### config.mk
export PLATFORM = sky130hd
export DESIGN_NAME = clkgen_smb_ctrl
export DESIGN_NICKNAME = d
export VERILOG_FILES = /design/src/rtl/clkctl_pkg.sv /design/src/rtl/smb_line_filter.sv /design/src/rtl/smb_proto_fsm.sv /design/src/rtl/ctl_regfile.sv /design/src/rtl/clkgen_smb_ctrl.sv
export SDC_FILE = /design/constraint.sdc
export NUM_CORES = 1
export LEC_CHECK = 0
export ABC_AREA = 0
export BUFFER_PORTS_ARGS = -buffer_cell sky130_fd_sc_hd__buf_2
export CAP_MARGIN = 10
export CORE_ASPECT_RATIO = 1.4
export CORE_UTILIZATION = 65
export CTS_CLUSTER_DIAMETER = 120
export DETAILED_ROUTE_END_ITERATION = 8
export PLACE_DENSITY = 0.82
export RECOVER_POWER = 100
export SKIP_LAST_GASP = 1
export SYNTH_ARGS = -nofsm -noshare
export SYNTH_HDL_FRONTEND = slang
export SYNTH_SLANG_ARGS = --single-unit
export TNS_END_PERCENT = 30
### constraint.sdc
create_clock -name clk -period 3.61 [get_ports clk]
set_input_delay 0.5415 -clock clk [delete_from_list [all_inputs] [get_ports clk]]
set_output_delay 0.5415 -clock clk [all_outputs]
set_load 0.01 [all_outputs]
### src/rtl/clkctl_pkg.sv
package clkctl_pkg;

    localparam logic [4:0] ADDR_BASE  = 5'b11011;
    localparam logic [2:0] VENDOR_ID  = 3'b001;
    localparam logic [7:0] CTRL0_RST  = 8'h1F;
    localparam logic [7:0] COUNT_RST  = 8'd3;
    localparam int         BYTE_W     = 8;

    typedef enum logic [2:0] {
        S_IDLE,
        S_DEVADDR,
        S_INDEX,
        S_COUNT,
        S_WDATA,
        S_RDACK,
        S_TX
    } smb_state_e;

    typedef struct packed {
        logic [3:0] num;
        logic [2:0] den;
    } ratio_t;

    function automatic ratio_t ratio_decode(input logic [2:0] code);
        ratio_t r;
        case (code)
            3'd0:    r = '{num: 4'd3,  den: 3'd1};
            3'd1:    r = '{num: 4'd4,  den: 3'd1};
            3'd2:    r = '{num: 4'd5,  den: 3'd1};
            3'd3:    r = '{num: 4'd6,  den: 3'd1};
            3'd4:    r = '{num: 4'd8,  den: 3'd1};
            3'd5:    r = '{num: 4'd9,  den: 3'd2};
            3'd6:    r = '{num: 4'd15, den: 3'd2};
            default: r = '{num: 4'd15, den: 3'd4};
        endcase
        return r;
    endfunction

endpackage

### src/rtl/smb_line_filter.sv
module smb_line_filter #(
    parameter int SYNC = 2,
    parameter int TAPS = 3
) (
    input  logic clk,
    input  logic rst,
    input  logic line_in,
    output logic filt
);

    logic [SYNC-1:0] sync_q;
    logic [TAPS-1:0] hist;

    always_ff @(posedge clk) begin
        if (rst) begin
            sync_q <= '1;
            hist   <= '1;
            filt   <= 1'b1;
        end else begin
            sync_q <= {sync_q[SYNC-2:0], line_in};
            hist   <= {hist[TAPS-2:0], sync_q[SYNC-1]};
            if (&hist)
                filt <= 1'b1;
            else if (~|hist)
                filt <= 1'b0;
        end
    end

    // a level change needs a full window of agreeing samples
    p_filt_agree_r13: assert property (@(posedge clk) disable iff (rst)
        (filt != $past(filt)) |-> ($past(hist) == {TAPS{filt}}));

endmodule

### src/rtl/smb_proto_fsm.sv
module smb_proto_fsm
    import clkctl_pkg::*;
(
    input  logic       clk,
    input  logic       rst,
    input  logic       scl_f,
    input  logic       sda_f,
    input  logic [1:0] strap,
    input  logic [7:0] rd_data,
    output logic       sda_oe,
    output logic       wr_en,
    output logic [7:0] idx,
    output logic [7:0] wr_data
);

    smb_state_e state;
    logic       scl_q, sda_q;
    logic [3:0] bitcnt;
    logic [7:0] rx_sh, tx_sh;
    logic [7:0] cnt_last, remain;
    logic       sda_low, mack;

    logic start_det, stop_det, scl_rise, scl_fall, addr_hit;

    assign start_det = scl_f && scl_q && sda_q && !sda_f;
    assign stop_det  = scl_f && scl_q && !sda_q && sda_f;
    assign scl_rise  = scl_f && !scl_q;
    assign scl_fall  = !scl_f && scl_q;
    assign addr_hit  = (rx_sh[7:1] == {ADDR_BASE, strap});

    assign sda_oe  = sda_low;
    assign wr_data = rx_sh;
    assign wr_en   = scl_fall && (bitcnt == 4'd8) && (state == S_WDATA)
                     && (remain != 8'd0) && !start_det && !stop_det;

    always_ff @(posedge clk) begin
        if (rst) begin
            state    <= S_IDLE;
            scl_q    <= 1'b1;
            sda_q    <= 1'b1;
            bitcnt   <= '0;
            rx_sh    <= '0;
            tx_sh    <= '0;
            idx      <= '0;
            cnt_last <= COUNT_RST;
            remain   <= '0;
            sda_low  <= 1'b0;
            mack     <= 1'b0;
        end else begin
            scl_q <= scl_f;
            sda_q <= sda_f;
            if (stop_det) begin
                state   <= S_IDLE;
                sda_low <= 1'b0;
            end else if (start_det) begin
                state   <= S_DEVADDR;
                sda_low <= 1'b0;
                bitcnt  <= '0;
            end else if (state != S_IDLE) begin
                if (scl_rise) begin
                    if (bitcnt < 4'd8)  rx_sh <= {rx_sh[6:0], sda_f};
                    if (bitcnt == 4'd8) mack  <= ~sda_f;
                    if (bitcnt != 4'd9) bitcnt <= bitcnt + 4'd1;
                end else if (scl_fall) begin
                    if (state == S_TX) begin
                        if (bitcnt >= 4'd1 && bitcnt <= 4'd7) begin
                            tx_sh   <= {tx_sh[6:0], 1'b0};
                            sda_low <= ~tx_sh[6];
                        end else if (bitcnt == 4'd8) begin
                            sda_low <= 1'b0;
                        end else if (bitcnt == 4'd9) begin
                            if (mack) begin
                                tx_sh   <= rd_data;
                                sda_low <= ~rd_data[7];
                                idx     <= idx + 8'd1;
                                bitcnt  <= '0;
                            end else begin
                                state   <= S_IDLE;
                                sda_low <= 1'b0;
                            end
                        end
                    end else if (bitcnt == 4'd8) begin
                        case (state)
                            S_DEVADDR: begin
                                if (addr_hit) begin
                                    sda_low <= 1'b1;
                                    state   <= rx_sh[0] ? S_RDACK : S_INDEX;
                                end else begin
                                    state <= S_IDLE;
                                end
                            end
                            S_INDEX: begin
                                idx     <= rx_sh;
                                sda_low <= 1'b1;
                                state   <= S_COUNT;
                            end
                            S_COUNT: begin
                                cnt_last <= rx_sh;
                                remain   <= rx_sh;
                                sda_low  <= 1'b1;
                                state    <= S_WDATA;
                            end
                            S_WDATA: begin
                                if (remain != 8'd0) begin
                                    idx     <= idx + 8'd1;
                                    remain  <= remain - 8'd1;
                                    sda_low <= 1'b1;
                                end else begin
                                    state <= S_IDLE;
                                end
                            end
                            default: ;
                        endcase
                    end else if (bitcnt == 4'd9) begin
                        bitcnt <= '0;
                        if (state == S_RDACK) begin
                            state   <= S_TX;
                            tx_sh   <= cnt_last;
                            sda_low <= ~cnt_last[7];
                        end else begin
                            sda_low <= 1'b0;
                        end
                    end
                end
            end
        end
    end

    // the line is released whenever the slave is not in a transfer
    p_idle_release_r11: assert property (@(posedge clk) disable iff (rst)
        (state == S_IDLE) |-> !sda_oe);

    // no data-line change while the bus clock is high, outside start/stop
    p_sda_steady_r11: assert property (@(posedge clk) disable iff (rst)
        (scl_f && scl_q && !$past(start_det) && !$past(stop_det)) |-> $stable(sda_oe));

    // every stored data byte consumes one unit of the transfer count
    p_wr_consumes_r4: assert property (@(posedge clk) disable iff (rst)
        wr_en |=> (remain == $past(remain) - 8'd1));

endmodule

### src/rtl/ctl_regfile.sv
module ctl_regfile
    import clkctl_pkg::*;
#(
    parameter logic [4:0] REV_ID = 5'b00001
) (
    input  logic       clk,
    input  logic       rst,
    input  logic       wr_en,
    input  logic [7:0] idx,
    input  logic [7:0] wr_data,
    output logic [7:0] rd_data,
    output logic [7:0] ctrl0,
    output logic       tst1
);

    localparam logic [7:0] ID_BYTE = {REV_ID, VENDOR_ID};

    always_ff @(posedge clk) begin
        if (rst) begin
            ctrl0 <= CTRL0_RST;
            tst1  <= 1'b0;
        end else if (wr_en) begin
            if (idx == 8'd0) ctrl0 <= wr_data;
            if (idx == 8'd1) tst1  <= wr_data[0];
        end
    end

    always_comb begin
        case (idx)
            8'd0:    rd_data = ctrl0;
            8'd1:    rd_data = {7'd0, tst1};
            8'd2:    rd_data = ID_BYTE;
            default: rd_data = 8'h00;
        endcase
    end

    // storage only moves on a write strobe
    p_hold_no_write_r12: assert property (@(posedge clk) disable iff (rst)
        !wr_en |=> ($stable(ctrl0) && $stable(tst1)));

    // rewriting the held value leaves it untouched
    p_rewrite_same_r12: assert property (@(posedge clk) disable iff (rst)
        (wr_en && idx == 8'd0 && wr_data == ctrl0) |=> $stable(ctrl0));

endmodule

### src/rtl/clkgen_smb_ctrl.sv
module clkgen_smb_ctrl
    import clkctl_pkg::*;
#(
    parameter logic [4:0] REV_ID    = 5'b00001,
    parameter int         NUM_OUT   = 4,
    parameter int         FILT_TAPS = 3
) (
    input  logic               clk,
    input  logic               rst,
    input  logic               scl_in,
    input  logic               sda_in,
    output logic               sda_oe,
    input  logic [1:0]         strap_a,
    input  logic               oe_pin,
    input  logic               bypass_n,
    output logic [NUM_OUT-1:0] out_en,
    output logic [NUM_OUT-1:0] out_hiz,
    output logic               sel_pll,
    output logic [2:0]         mult_code,
    output logic [3:0]         mult_num,
    output logic [2:0]         mult_den,
    output logic [1:0]         vendor_test
);

    logic       scl_f, sda_f;
    logic       wr_en, tst1;
    logic [7:0] idx, wr_data, rd_data, ctrl0;
    ratio_t     ratio;

    smb_line_filter #(.SYNC(2), .TAPS(FILT_TAPS)) u_scl_filt (
        .clk(clk), .rst(rst), .line_in(scl_in), .filt(scl_f));

    smb_line_filter #(.SYNC(2), .TAPS(FILT_TAPS)) u_sda_filt (
        .clk(clk), .rst(rst), .line_in(sda_in), .filt(sda_f));

    smb_proto_fsm u_fsm (
        .clk(clk), .rst(rst), .scl_f(scl_f), .sda_f(sda_f), .strap(strap_a),
        .rd_data(rd_data), .sda_oe(sda_oe), .wr_en(wr_en), .idx(idx),
        .wr_data(wr_data));

    ctl_regfile #(.REV_ID(REV_ID)) u_regs (
        .clk(clk), .rst(rst), .wr_en(wr_en), .idx(idx), .wr_data(wr_data),
        .rd_data(rd_data), .ctrl0(ctrl0), .tst1(tst1));

    assign ratio       = ratio_decode(ctrl0[6:4]);
    assign mult_code   = ctrl0[6:4];
    assign mult_num    = ratio.num;
    assign mult_den    = ratio.den;
    assign vendor_test = {ctrl0[7], tst1};
    assign sel_pll     = bypass_n;

    for (genvar i = 0; i < NUM_OUT; i++) begin : g_out
        assign out_en[i]  = oe_pin & ctrl0[i];
        assign out_hiz[i] = ~(oe_pin & ctrl0[i]);
    end

    // the denominator is a power of two and the ratio never falls below 3
    p_ratio_legal_r7: assert property (@(posedge clk) disable iff (rst)
        $onehot(mult_den) && (mult_num >= 4'd3));

    // no output may switch while the hardware enable is low
    p_oe_gate_r8: assert property (@(posedge clk) disable iff (rst)
        !oe_pin |-> (out_en == '0));

endmodule

==> summary.txt, run 1 <==
largest cells by area after synthesis = dfxtp_1, mux2i_1, nor2_1
share of layout cells above drive strength 1 = 0.103
Max Slew Vio Count = 0
Via Count = 3531
dpl ws = 1010 ps
WP data required = 3830 ps
GP Congestion = 0.933
Hold Violations, Final = 0
gr usage total = 0.282
die height = 96.3 um
DP HPWL = 6.44 mm
largest net degree at the start of global routing = 46
Worst Path Arrival = 3120 ps
PD cells = 339 mW/mm2
Critical Path Start Type = flop
CP bufs+invs = 2
Slew HR = 0.0163
Pre-antenna DRT Iters = 6
setup ws final = 701 ps
first-pass GRT wire length = 14.8 mm
slowest CP cell = o2111ai_1
max frequency = 344 MHz
PortBufs = 27
Netlist cell types = 78
Tightest Pin Transition = 1470 ps
# nets final = 501
Max Cap Violations = 1
peak supply drop = 226 uV
Avg Cell Area, Syn = 8.68 um2
final setup vio count = 0
Seq/Total Area, Yosys = 0.344
violated checks = capacitance limit
DR iter-0 viols = 288
synth-to-layout area growth = 2.30%
H-Tree Depth = 3
cell taking the most area after synthesis = dfxtp_1
area of the multi-input gates = 0.00231 mm2
CTS sink cnt = 71
post-CTS setup buffer count = 0
Post-Layout Cell Count = 557
most numerous cell in the Yosys netlist = dfxtp_1
crit path cell chain = inv_1 > ha_1 > nor3b_1 > clkbuf_1 > nor3_1 > o2111ai_1 > mux2i_1 > nor2_1
WL final = 9.36 mm
remaining global-route overflow = 0
LEAKAGE = 0.00169 uW
clock buffer depth = 2
antenna-violating nets left = 0
clock slew at reported path FFs = 70 ps
min Tclk post-route = 2910 ps
ys async rst share = 0
EDFF count, synth = 0
n_diodes = 0
drt drc = 0
CP Capture Type = flop
Setup Crit Path Kind = flop to flop
Top delay family on crit path = compound AO/OA/AOI/OAI gates
Layout Skew = 6.73 ps
hold_buf cts = 0
initial antenna violation count = 0
FF+latch area = 0.00142 mm2
core area = 0.00617 mm2
Rows = 34
wire length per cell = 16.8 um
die area = 0.00668 mm2
die width = 69.4 um
DP Cell Count = 543
commonest cells in the synthesized netlist = dfxtp_1, nor2_1, nand2_1, mux2i_1, a21oi_1
critical-path maximum fanout = 11
post-synth top area share = 0.344
vias in the first global route = 3143
outcome = finished with violations
Mapped Cells = 476
ys flop type = dfxtp_1
Fill cells = 520
# IOs = 30
Final Cycle Share = 0.806
CP max stage delay = 870 ps
Root Driver = clkbuf_8
Via-to-Cell Ratio = 6.34
post-CTS sizing = 0
Setup TNS Final = 0 ps
total CTS buffers = 9
CTS tree = done
Skew-Pair Late Insertion Delay = 350 ps
Worst Hold Class = primary input to flop
RSZ-0062 raised after global routing = no
#FFs+latches synth = 71
Mapped Area = 0.00413 mm2
synth warn = 0
Starting Density = 0.670
syn_nets = 495
[layout by cell type, fill, tap and decap left out, types with 3 or more instances in the layout]
| cell | count |
|---|---|
| o32ai_1 | 4 |
| ha_1 | 11 |
| nand4_1 | 8 |
| o211ai_1 | 5 |
| nand2b_1 | 7 |
| nand3b_1 | 6 |
| nor3_1 | 16 |
| buf_2 | 5 |
| a21o_1 | 7 |
| xor2_1 | 3 |
| nor4_1 | 3 |
| a31oi_1 | 4 |
| nand3_1 | 4 |
| a311oi_1 | 3 |
| nor2_1 | 53 |
| a22oi_1 | 3 |
| buf_4 | 3 |
| a221o_1 | 5 |
| a21oi_1 | 32 |
| or2_2 | 14 |
| clkbuf_1 | 23 |
| or3b_1 | 3 |
| nor4b_1 | 6 |
| or2_0 | 4 |
| a221oi_1 | 3 |
| dfxtp_1 | 71 |
| inv_1 | 22 |
| clkbuf_8 | 10 |
| nand2_1 | 39 |
| o21ai_0 | 17 |
| mux2i_1 | 33 |
[power breakdown]
group | internal [uW] | switching, uW
clock network | 328 | 285
registers | 786 | 1.05
logic | 8.93 | 23.2
[worst paths after layout]
check | from | endpoint | slack [ps] | cells past startpoint
max reg2reg | u_fsm.bitcnt[0] | u_fsm.tx_sh[1] | 700 | 8
min reg2reg | u_scl_filt.sync_q[0] | u_scl_filt.sync_q[1] | 410 | 1
max | u_fsm.bitcnt[0] | u_fsm.tx_sh[1] | 700 | 8
min | scl_in | u_scl_filt.sync_q[0] | 370 | 2
[state kept, by name, indices dropped and copies added (netlist names)]
| signal | count |
|---|---|
| u_scl_filt.sync_q | 2 |
| u_sda_filt.hist | 3 |
| u_fsm.scl_q | 1 |
| u_regs.ctrl0 | 8 |
| u_fsm.bitcnt | 4 |
| u_sda_filt.sync_q | 2 |
| u_regs.tst1 | 1 |
| u_fsm.cnt_last | 8 |
| u_fsm.state | 3 |
| u_sda_filt.filt | 1 |
| u_fsm.sda_q | 1 |
| u_fsm.wr_data | 8 |
| u_fsm.mack | 1 |
| u_fsm.remain | 8 |
| u_scl_filt.filt | 1 |
| u_scl_filt.hist | 3 |
| u_fsm.sda_oe | 1 |
| u_fsm.idx | 8 |
| u_fsm.tx_sh | 7 |
[layout make-up]
| class | count | share of cell area |
|---|---|---|
| Clock buffer | 10 | 0.0326 |
| Clock inverter | 4 | 0.0113 |
| Inverter | 22 | 0.0195 |
| Multi-Input combinational cell | 347 | 0.547 |
| Sequential cell | 71 | 0.336 |
| Tap cell | 72 | 0.0213 |
| Timing Repair Buffer | 31 | 0.0317 |
[metrics by stage]
stage	area (um2)	hold slack, ps	total power, uW	util
4_1_cts	4350	363	1440	0.705
3_3_place_gp	4160	391	838	0.675
5_1_grt	4230	367	1480	0.685
6_report	4230	371	1430	0.685
2_1_floorplan	4130	389	828	-
3_5_place_dp	4160	395	839	0.675
[worst register-to-register path: cells and delay by family, from the launching register on]
| family | cells | cell delay, ps |
|---|---|---|
| buffers and inverters | 2 | 490 |
| multiplexers | 1 | 290 |
| adder cells (fa/ha/maj) | 1 | 340 |
| AND/OR/NAND/NOR | 3 | 410 |
| AO/OA/AOI/OAI | 1 | 870 |
| flip-flops | 1 | 380 |
[layer usage]
| metal | track usage | share of wire | vias to the layer above |
|---|---|---|---|
| met5 | 0 | 0 | - |
| met3 | 0.0545 | 0.055 | 34 |
| li1 | - | - | 1708 |
| met4 | 0.136 | 0.038 | 0 |
| met1 | 0.329 | 0.41 | 1662 |
| met2 | 0.498 | 0.50 | 127 |
[logic make-up after synthesis]
family | share of synthesized area
AND/OR/NAND/NOR | 0.245
AO/OA/AOI/OAI | 0.201
flip-flops | 0.344
buffers and inverters | 0.0736
multiplexers | 0.0882
adder cells (fa/ha/maj) | 0.0357
XOR/XNOR | 0.0124
Power figures use the tool's default switching activity.
==> run 2, diff against run 1 <==
--- a/config.mk
+++ b/config.mk
@@ -9,10 +9,10 @@
 export BUFFER_PORTS_ARGS = -buffer_cell sky130_fd_sc_hd__buf_2
 export CAP_MARGIN = 10
 export CORE_ASPECT_RATIO = 1.4
-export CORE_UTILIZATION = 65
+export CORE_UTILIZATION = 61
 export CTS_CLUSTER_DIAMETER = 120
 export DETAILED_ROUTE_END_ITERATION = 8
-export PLACE_DENSITY = 0.82
+export PLACE_DENSITY = 0.78
 export RECOVER_POWER = 100
 export SKIP_LAST_GASP = 1
 export SYNTH_ARGS = -nofsm -noshare
==> constraint.sdc (replaced) <==
create_clock -name clk -period 3.05 [get_ports clk]
set_input_delay 0.4575 -clock clk [delete_from_list [all_inputs] [get_ports clk]]
set_output_delay 0.4575 -clock clk [all_outputs]
set_load 0.01 [all_outputs]
==> run 2 against run 1 <==
- the flow finishes with violations (capacitance limit, slew limit)
- routed wire length up 1.4%
- utilization down 2.1 points
- power grew 39%
- sequential power is 18% higher
- largest power group is now clock
- highest routed layer unchanged
==> summary.txt, run 2 (synthesis results as in run 1) <==
CTS sink cnt = 71 (unchanged)
Critical Path Start Type = flop (unchanged)
LEAKAGE = 0.00174 uW (was 0.00169 uW)
remaining global-route overflow = 0 (unchanged)
critical-path maximum fanout = 18 (was 11)
Hold Path Sink = u_scl_filt.sync_q[0] (unchanged)
WHS = 280 ps (was 371 ps)
setup ws final = 357 ps (was 701 ps)
hold_buf cts = 0 (unchanged)
RR Startpoint = u_fsm.state[0] (was u_fsm.bitcnt[0])
CP max stage delay = 670 ps (was 870 ps)
worst hold path depth = 2 (unchanged)
Top delay family on crit path = flip-flops (was compound AO/OA/AOI/OAI gates)
gr usage total = 0.274 (was 0.282)
# IOs = 30 (unchanged)
dpl ws = 562 ps (was 1010 ps)
antenna-violating nets left = 0 (unchanged)
FF-to-FF path depth = 6 (was 8)
post-CTS sizing = 0 (unchanged)
Worst Path Arrival = 2850 ps (was 3120 ps)
Setup TNS Final = 0 ps (unchanged)
commonest non-fill, non-tap cells in the layout = dfxtp_1, nor2_1, nand2_1 (unchanged)
cell area after layout = 0.00436 mm2 (was 0.00423 mm2)
r2r endpoint = u_fsm.tx_sh[1] (unchanged)
Max Cap Violations = 1 (unchanged)
total CTS buffers = 9 (unchanged)
# nets final = 504 (was 501)
Worst Hold Class = primary input to flop (unchanged)
core area = 0.00657 mm2 (was 0.00617 mm2)
clock buffer depth = 2 (unchanged)
violated checks = capacitance limit, slew limit (was capacitance limit)
PD cells = 454 mW/mm2 (was 339 mW/mm2)
final setup vio count = 0 (unchanged)
Rows = 35 (was 34)
min Tclk post-route = 2690 ps (was 2910 ps)
WL final = 9.49 mm (was 9.36 mm)
CTS tree = done (unchanged)
DR iter-0 viols = 199 (was 288)
first-pass GRT wire length = 15.3 mm (was 14.8 mm)
CP Capture Type = flop (unchanged)
PortBufs = 27 (unchanged)
Setup Crit Path Kind = flop to flop (unchanged)
vias in the first global route = 3201 (was 3143)
Starting Density = 0.629 (was 0.670)
initial antenna violation count = 0 (unchanged)
Skew-Pair Late Insertion Delay = 350 ps (about the same)
DP HPWL = 6.50 mm (was 6.44 mm)
drt drc = 0 (unchanged)
commonest non-fill, non-tap cell in the layout = dfxtp_1 (unchanged)
H-Tree Depth = 3 (unchanged)
max frequency = 371 MHz (was 344 MHz)
post-CTS setup buffer count = 0 (unchanged)
crit path cell chain = nand3b_1 > clkbuf_1 > o21ba_1 > o2111ai_2 > mux2i_1 > nor2_1 (was inv_1 > ha_1 > nor3b_1 > clkbuf_1 > nor3_1 > o2111ai_1 > mux2i_1 > nor2_1)
RSZ-0062 raised after global routing = no (unchanged)
largest net degree at the start of global routing = 51 (was 46)
slowest CP cell = dfxtp_1 (was o2111ai_1)
Pre-antenna DRT Iters = 4 (was 6)
n_diodes = 0 (unchanged)
peak supply drop = 337 uV (was 226 uV)
Via-to-Cell Ratio = 6.28 (was 6.34)
die width = 71.5 um (was 69.4 um)
beginning of the worst hold path = scl_in (unchanged)
FF-to-FF setup slack = 360 ps (was 700 ps)
clock slew at reported path FFs = 80 ps (was 70 ps)
CP bufs+invs = 1 (was 2)
wire length per cell = 16.8 um (about the same)
Via Count = 3543 (was 3531)
Max Slew Vio Count = 51 (was 0)
Tightest Pin Transition = 2220 ps (was 1470 ps)
outcome = finished with violations (unchanged)
Final Cycle Share = 0.883 (was 0.806)
synth-to-layout area growth = 5.67% (was 2.30%)
Slew HR = -0.483 (was 0.0163)
die area = 0.00711 mm2 (was 0.00668 mm2)
Root Driver = clkbuf_8 (unchanged)
die height = 99.4 um (was 96.3 um)
DP Cell Count = 548 (was 543)
share of layout cells above drive strength 1 = 0.114 (was 0.103)
area post-placement = 0.00419 mm2 (was 0.00416 mm2)
Post-Layout Cell Count = 564 (was 557)
Hold Violations, Final = 0 (unchanged)
Layout Skew = 7.94 ps (was 6.73 ps)
WP data required = 3200 ps (was 3830 ps)
GP Congestion = 0.928 (was 0.933)
==> run 2: cell types whose count changed in the layout (fill, tap and decap cells not counted), sizes merged <==
cell,before,now
clkinv,2,1
buf,8,10
bufinv,1,4
clkinvlp,1,0
clkbuf,33,35
==> run 2: worst max path at each step <==
stage,startpoint,to,slack (ps),cells past startpoint
finish,u_fsm.state[0],u_fsm.tx_sh[1],360,6
global route,u_fsm.state[0],u_fsm.state[2],210,6
CTS,u_fsm.bitcnt[0],u_fsm.remain[0],570,6
detailed placement,u_fsm.bitcnt[0],u_fsm.remain[0],560,6
global placement,u_fsm.bitcnt[0],u_fsm.remain[0],690,6
floorplan,u_fsm.bitcnt[0],u_fsm.state[2],950,8
==> run 2: worst reg2reg max path: stages, from the launching register on <==
cell	delay, ps
dfxtp_1	670
nand3b_1	370
clkbuf_1	490
o21ba_1	250
o2111ai_2	370
mux2i_1	290
nor2_1	60
==> run 2: metal layers <==
| layer | vias up | global-route usage | wire length, um |
|---|---|---|---|
| met1 | 1692 | 0.339 | 4070 |
| met2 | 113 | 0.464 | 4780 |
| met4 | 0 | 0.113 | 203 |
| met3 | 22 | 0.0537 | 429 |
| li1 | 1716 | - | - |
| met5 | - | 0 | 0 |
==> run 2: through the flow <==
step,power [uW],utilization
2_1_floorplan,980,-
3_3_place_gp,992,0.638
3_5_place_dp,993,0.638
4_1_cts,1990,0.679
5_1_grt,2040,0.664
6_report,1980,0.664
==> run 2: report_power, final <==
group	internal, uW	total [uW]	switching, uW
combinational	10.0	37.8	27.8
sequential	930	931	1.22
clock	650	1010	364
total	1590	1980	393
==> run 2: final cells by class <==
| type | count | area [um2] |
|---|---|---|
| sequential | 71 | 1420 |
| fill | 549 | 2200 |
| clock buffer | 11 | 141 |
| multi-input combinational | 347 | 2340 |
| clock inverter | 5 | 129 |
| tap | 74 | 92.6 |
| inverter | 22 | 82.6 |
| timing repair buffer | 34 | 153 |
==> run 3, diff against run 2 <==
--- a/config.mk
+++ b/config.mk
@@ -9,13 +9,14 @@
 export BUFFER_PORTS_ARGS = -buffer_cell sky130_fd_sc_hd__buf_2
 export CAP_MARGIN = 10
 export CORE_ASPECT_RATIO = 1.4
-export CORE_UTILIZATION = 61
+export CORE_UTILIZATION = 60
 export CTS_CLUSTER_DIAMETER = 120
 export DETAILED_ROUTE_END_ITERATION = 8
-export PLACE_DENSITY = 0.78
+export PLACE_DENSITY = 0.76
 export RECOVER_POWER = 100
 export SKIP_LAST_GASP = 1
 export SYNTH_ARGS = -nofsm -noshare
 export SYNTH_HDL_FRONTEND = slang
+export SYNTH_HIERARCHICAL = 1
 export SYNTH_SLANG_ARGS = --single-unit
 export TNS_END_PERCENT = 30
==> run 3 against run 2 <==
- the run now ends clean
- synthesized cell count rose by 8.8%
- count of clock-buffer cells in the layout unchanged
- clock power down 16%
- utilization grew 0.40 points
- critical path depth increased by 1
- flip-flop and latch count unchanged
- maximum frequency decreased by 4.3%
- non-clock buffer count up 4
- register-to-register slack got worse by 120 ps
- worst setup slack worse by 120 ps
- power is 8.1% lower
- largest cell class unchanged
==> summary.txt, run 3 <==
post-CTS setup buffer count = 0 (unchanged)
RSZ-0062 raised after global routing = no (unchanged)
RR Startpoint = u_fsm/bitcnt[1] (was u_fsm.state[0])
remaining global-route overflow = 0 (unchanged)
WHS = 269 ps (was 280 ps)
Rows = 35 (unchanged)
n_diodes = 0 (unchanged)
EDFF count, synth = 0 (unchanged)
FF-to-FF setup slack = 230 ps (was 360 ps)
commonest non-fill, non-tap cells in the layout = dfxtp_1, nor2_1, nand2_1 (unchanged)
Max Slew Vio Count = 0 (was 51)
ys flop type = dfxtp_1 (unchanged)
Mapped Cells = 518 (was 476)
synth warn = 6 (was 0)
critical-path maximum fanout = 11 (was 18)
beginning of the worst hold path = sda_in (was scl_in)
share of layout cells above drive strength 1 = 0.0798 (was 0.114)
cell taking the most area after synthesis = dfxtp_1 (unchanged)
final setup vio count = 0 (unchanged)
DP Cell Count = 597 (was 548)
Critical Path Start Type = flop (unchanged)
r2r endpoint = u_fsm/idx[0] (was u_fsm.tx_sh[1])
most numerous cell in the Yosys netlist = dfxtp_1 (unchanged)
hold_buf cts = 0 (unchanged)
FF-to-FF path depth = 7 (was 6)
synth-to-layout area growth = 8.07% (was 5.67%)
Pre-antenna DRT Iters = 4 (unchanged)
first-pass GRT wire length = 16.0 mm (was 15.3 mm)
largest cells by area after synthesis = dfxtp_1, nor2_1, mux2i_1 (was dfxtp_1, mux2i_1, nor2_1)
DR iter-0 viols = 274 (was 199)
DP HPWL = 6.98 mm (was 6.50 mm)
worst hold path depth = 2 (unchanged)
vias in the first global route = 3361 (was 3201)
H-Tree Depth = 3 (unchanged)
area post-placement = 0.00423 mm2 (was 0.00419 mm2)
#FFs+latches synth = 71 (unchanged)
drt drc = 0 (unchanged)
Final Cycle Share = 0.923 (was 0.883)
largest net degree at the start of global routing = 72 (was 51)
# nets final = 548 (was 504)
area of the multi-input gates = 0.00242 mm2 (was 0.00234 mm2)
initial antenna violation count = 0 (unchanged)
min Tclk post-route = 2820 ps (was 2690 ps)
die height = 99.4 um (unchanged)
Worst Path Arrival = 3080 ps (was 2850 ps)
PD cells = 415 mW/mm2 (was 454 mW/mm2)
# IOs = 30 (unchanged)
peak supply drop = 303 uV (was 337 uV)
Avg Cell Area, Syn = 7.84 um2 (was 8.68 um2)
die area = 0.00711 mm2 (unchanged)
max frequency = 355 MHz (was 371 MHz)
Layout Skew = 7.23 ps (was 7.94 ps)
Slew HR = 0.161 (was -0.483)
cell area after layout = 0.00439 mm2 (was 0.00436 mm2)
clock slew at reported path FFs = 80 ps (about the same)
post-CTS sizing = 0 (unchanged)
core area = 0.00657 mm2 (unchanged)
Via-to-Cell Ratio = 6.15 (was 6.28)
die width = 71.5 um (unchanged)
commonest non-fill, non-tap cell in the layout = dfxtp_1 (unchanged)
gr usage total = 0.290 (was 0.274)
Final Util = 0.668 (was 0.664)
Hold Path Sink = u_sda_filt/sync_q[0] (was u_scl_filt.sync_q[0])
antenna-violating nets left = 0 (unchanged)
total CTS buffers = 9 (unchanged)
GP Congestion = 0.871 (was 0.928)
wire length per cell = 16.1 um (was 16.8 um)
FF+latch area = 0.00142 mm2 (unchanged)
LEAKAGE = 0.00153 uW (was 0.00174 uW)
CTS tree = done (unchanged)
Skew-Pair Late Insertion Delay = 360 ps (was 350 ps)
PortBufs = 27 (unchanged)
ys async rst share = 0 (unchanged)
Seq/Total Area, Yosys = 0.350 (was 0.344)
Fill cells = 610 (was 549)
Setup TNS Final = 0 ps (unchanged)
Post-Layout Cell Count = 613 (was 564)
Mapped Area = 0.00406 mm2 (was 0.00413 mm2)
Hold Violations, Final = 0 (unchanged)
Tightest Pin Transition = 1260 ps (was 2220 ps)
Worst Hold Class = primary input to flop (unchanged)
CP Capture Type = flop (unchanged)
commonest cells in the synthesized netlist = dfxtp_1, nor2_1, nand2_1, a21oi_1, o21ai_0 (was dfxtp_1, nor2_1, nand2_1, mux2i_1, a21oi_1)
Setup Crit Path Kind = flop to flop (unchanged)
Starting Density = 0.618 (was 0.629)
outcome = finished, final reports clean (was finished with violations)
syn_nets = 532 (was 495)
WL final = 9.87 mm (was 9.49 mm)
CTS sink cnt = 71 (unchanged)
Netlist cell types = 69 (was 78)
Via Count = 3768 (was 3543)
Root Driver = clkbuf_8 (unchanged)
WP data required = 3310 ps (was 3200 ps)
Max Cap Violations = 0 (was 1)
clock buffer depth = 2 (unchanged)
post-synth top area share = 0.350 (was 0.344)
## run 3: critical path, cell delays in order (launching register included)
cell     delay, ps
dfxtp_1        390
inv_1          100
ha_1           230
nor3b_2        480
nor3_1         150
or4_1          660
or4_1          550
a31oi_1        160
## run 3: routing by layer
layer  part of all wire  wire length (um)  track usage  vias to the layer above
li1                   -                 -            -                     1896
met1               0.43              4240        0.353                     1758
met2               0.50              4910        0.483                       88
met3              0.038               371       0.0405                       26
met4              0.036               353        0.172                        0
met5                  0                 0            0                        -
## run 3: logic make-up after synthesis
logic type | Yosys count | synth area share
fa+ha+maj | 7 | 0.0209
buf+inv | 50 | 0.0505
simple gates | 244 | 0.321
xor+xnor | 4 | 0.00862
flops | 71 | 0.350
mux | 19 | 0.0471
compound gates | 123 | 0.202
## run 3: metrics by stage
stage | setup WS (ps) | total power [uW]
final | 235 | 1820
after global routing | 83.9 | 1880
after CTS | 303 | 1840
after floorplan | 584 | 979
after global placement | 374 | 994
after detailed placement | 319 | 995
## run 3: how the worst max path moves through the flow
stage,startpoint,endpoint,slack (ps),cells past startpoint
floorplan,u_fsm/state[2],u_regs/ctrl0[0],580,8
global placement,u_fsm/bitcnt[1],u_fsm/idx[0],370,7
global route,u_fsm/bitcnt[1],u_fsm/idx[0],80,7
finish,u_fsm/bitcnt[1],u_fsm/idx[0],230,7
detailed placement,u_fsm/bitcnt[1],u_fsm/idx[0],320,7
CTS,u_fsm/bitcnt[1],u_fsm/idx[0],300,7
## run 3: layout make-up
type                            instances  area share
Timing Repair Buffer                   38      0.0388
Multi-Input combinational cell        397       0.551
Clock buffer                           11      0.0322
Inverter                               17      0.0145
Tap cell                               74      0.0211
Sequential cell                        71       0.324
Clock inverter                          5      0.0185
## run 3: power by group
group	switching [uW]	internal [uW]	total [uW]
Clock	369	483	852
Sequential	1.18	930	931
Combinational	28.1	12.1	40.1
Total	398	1420	1820
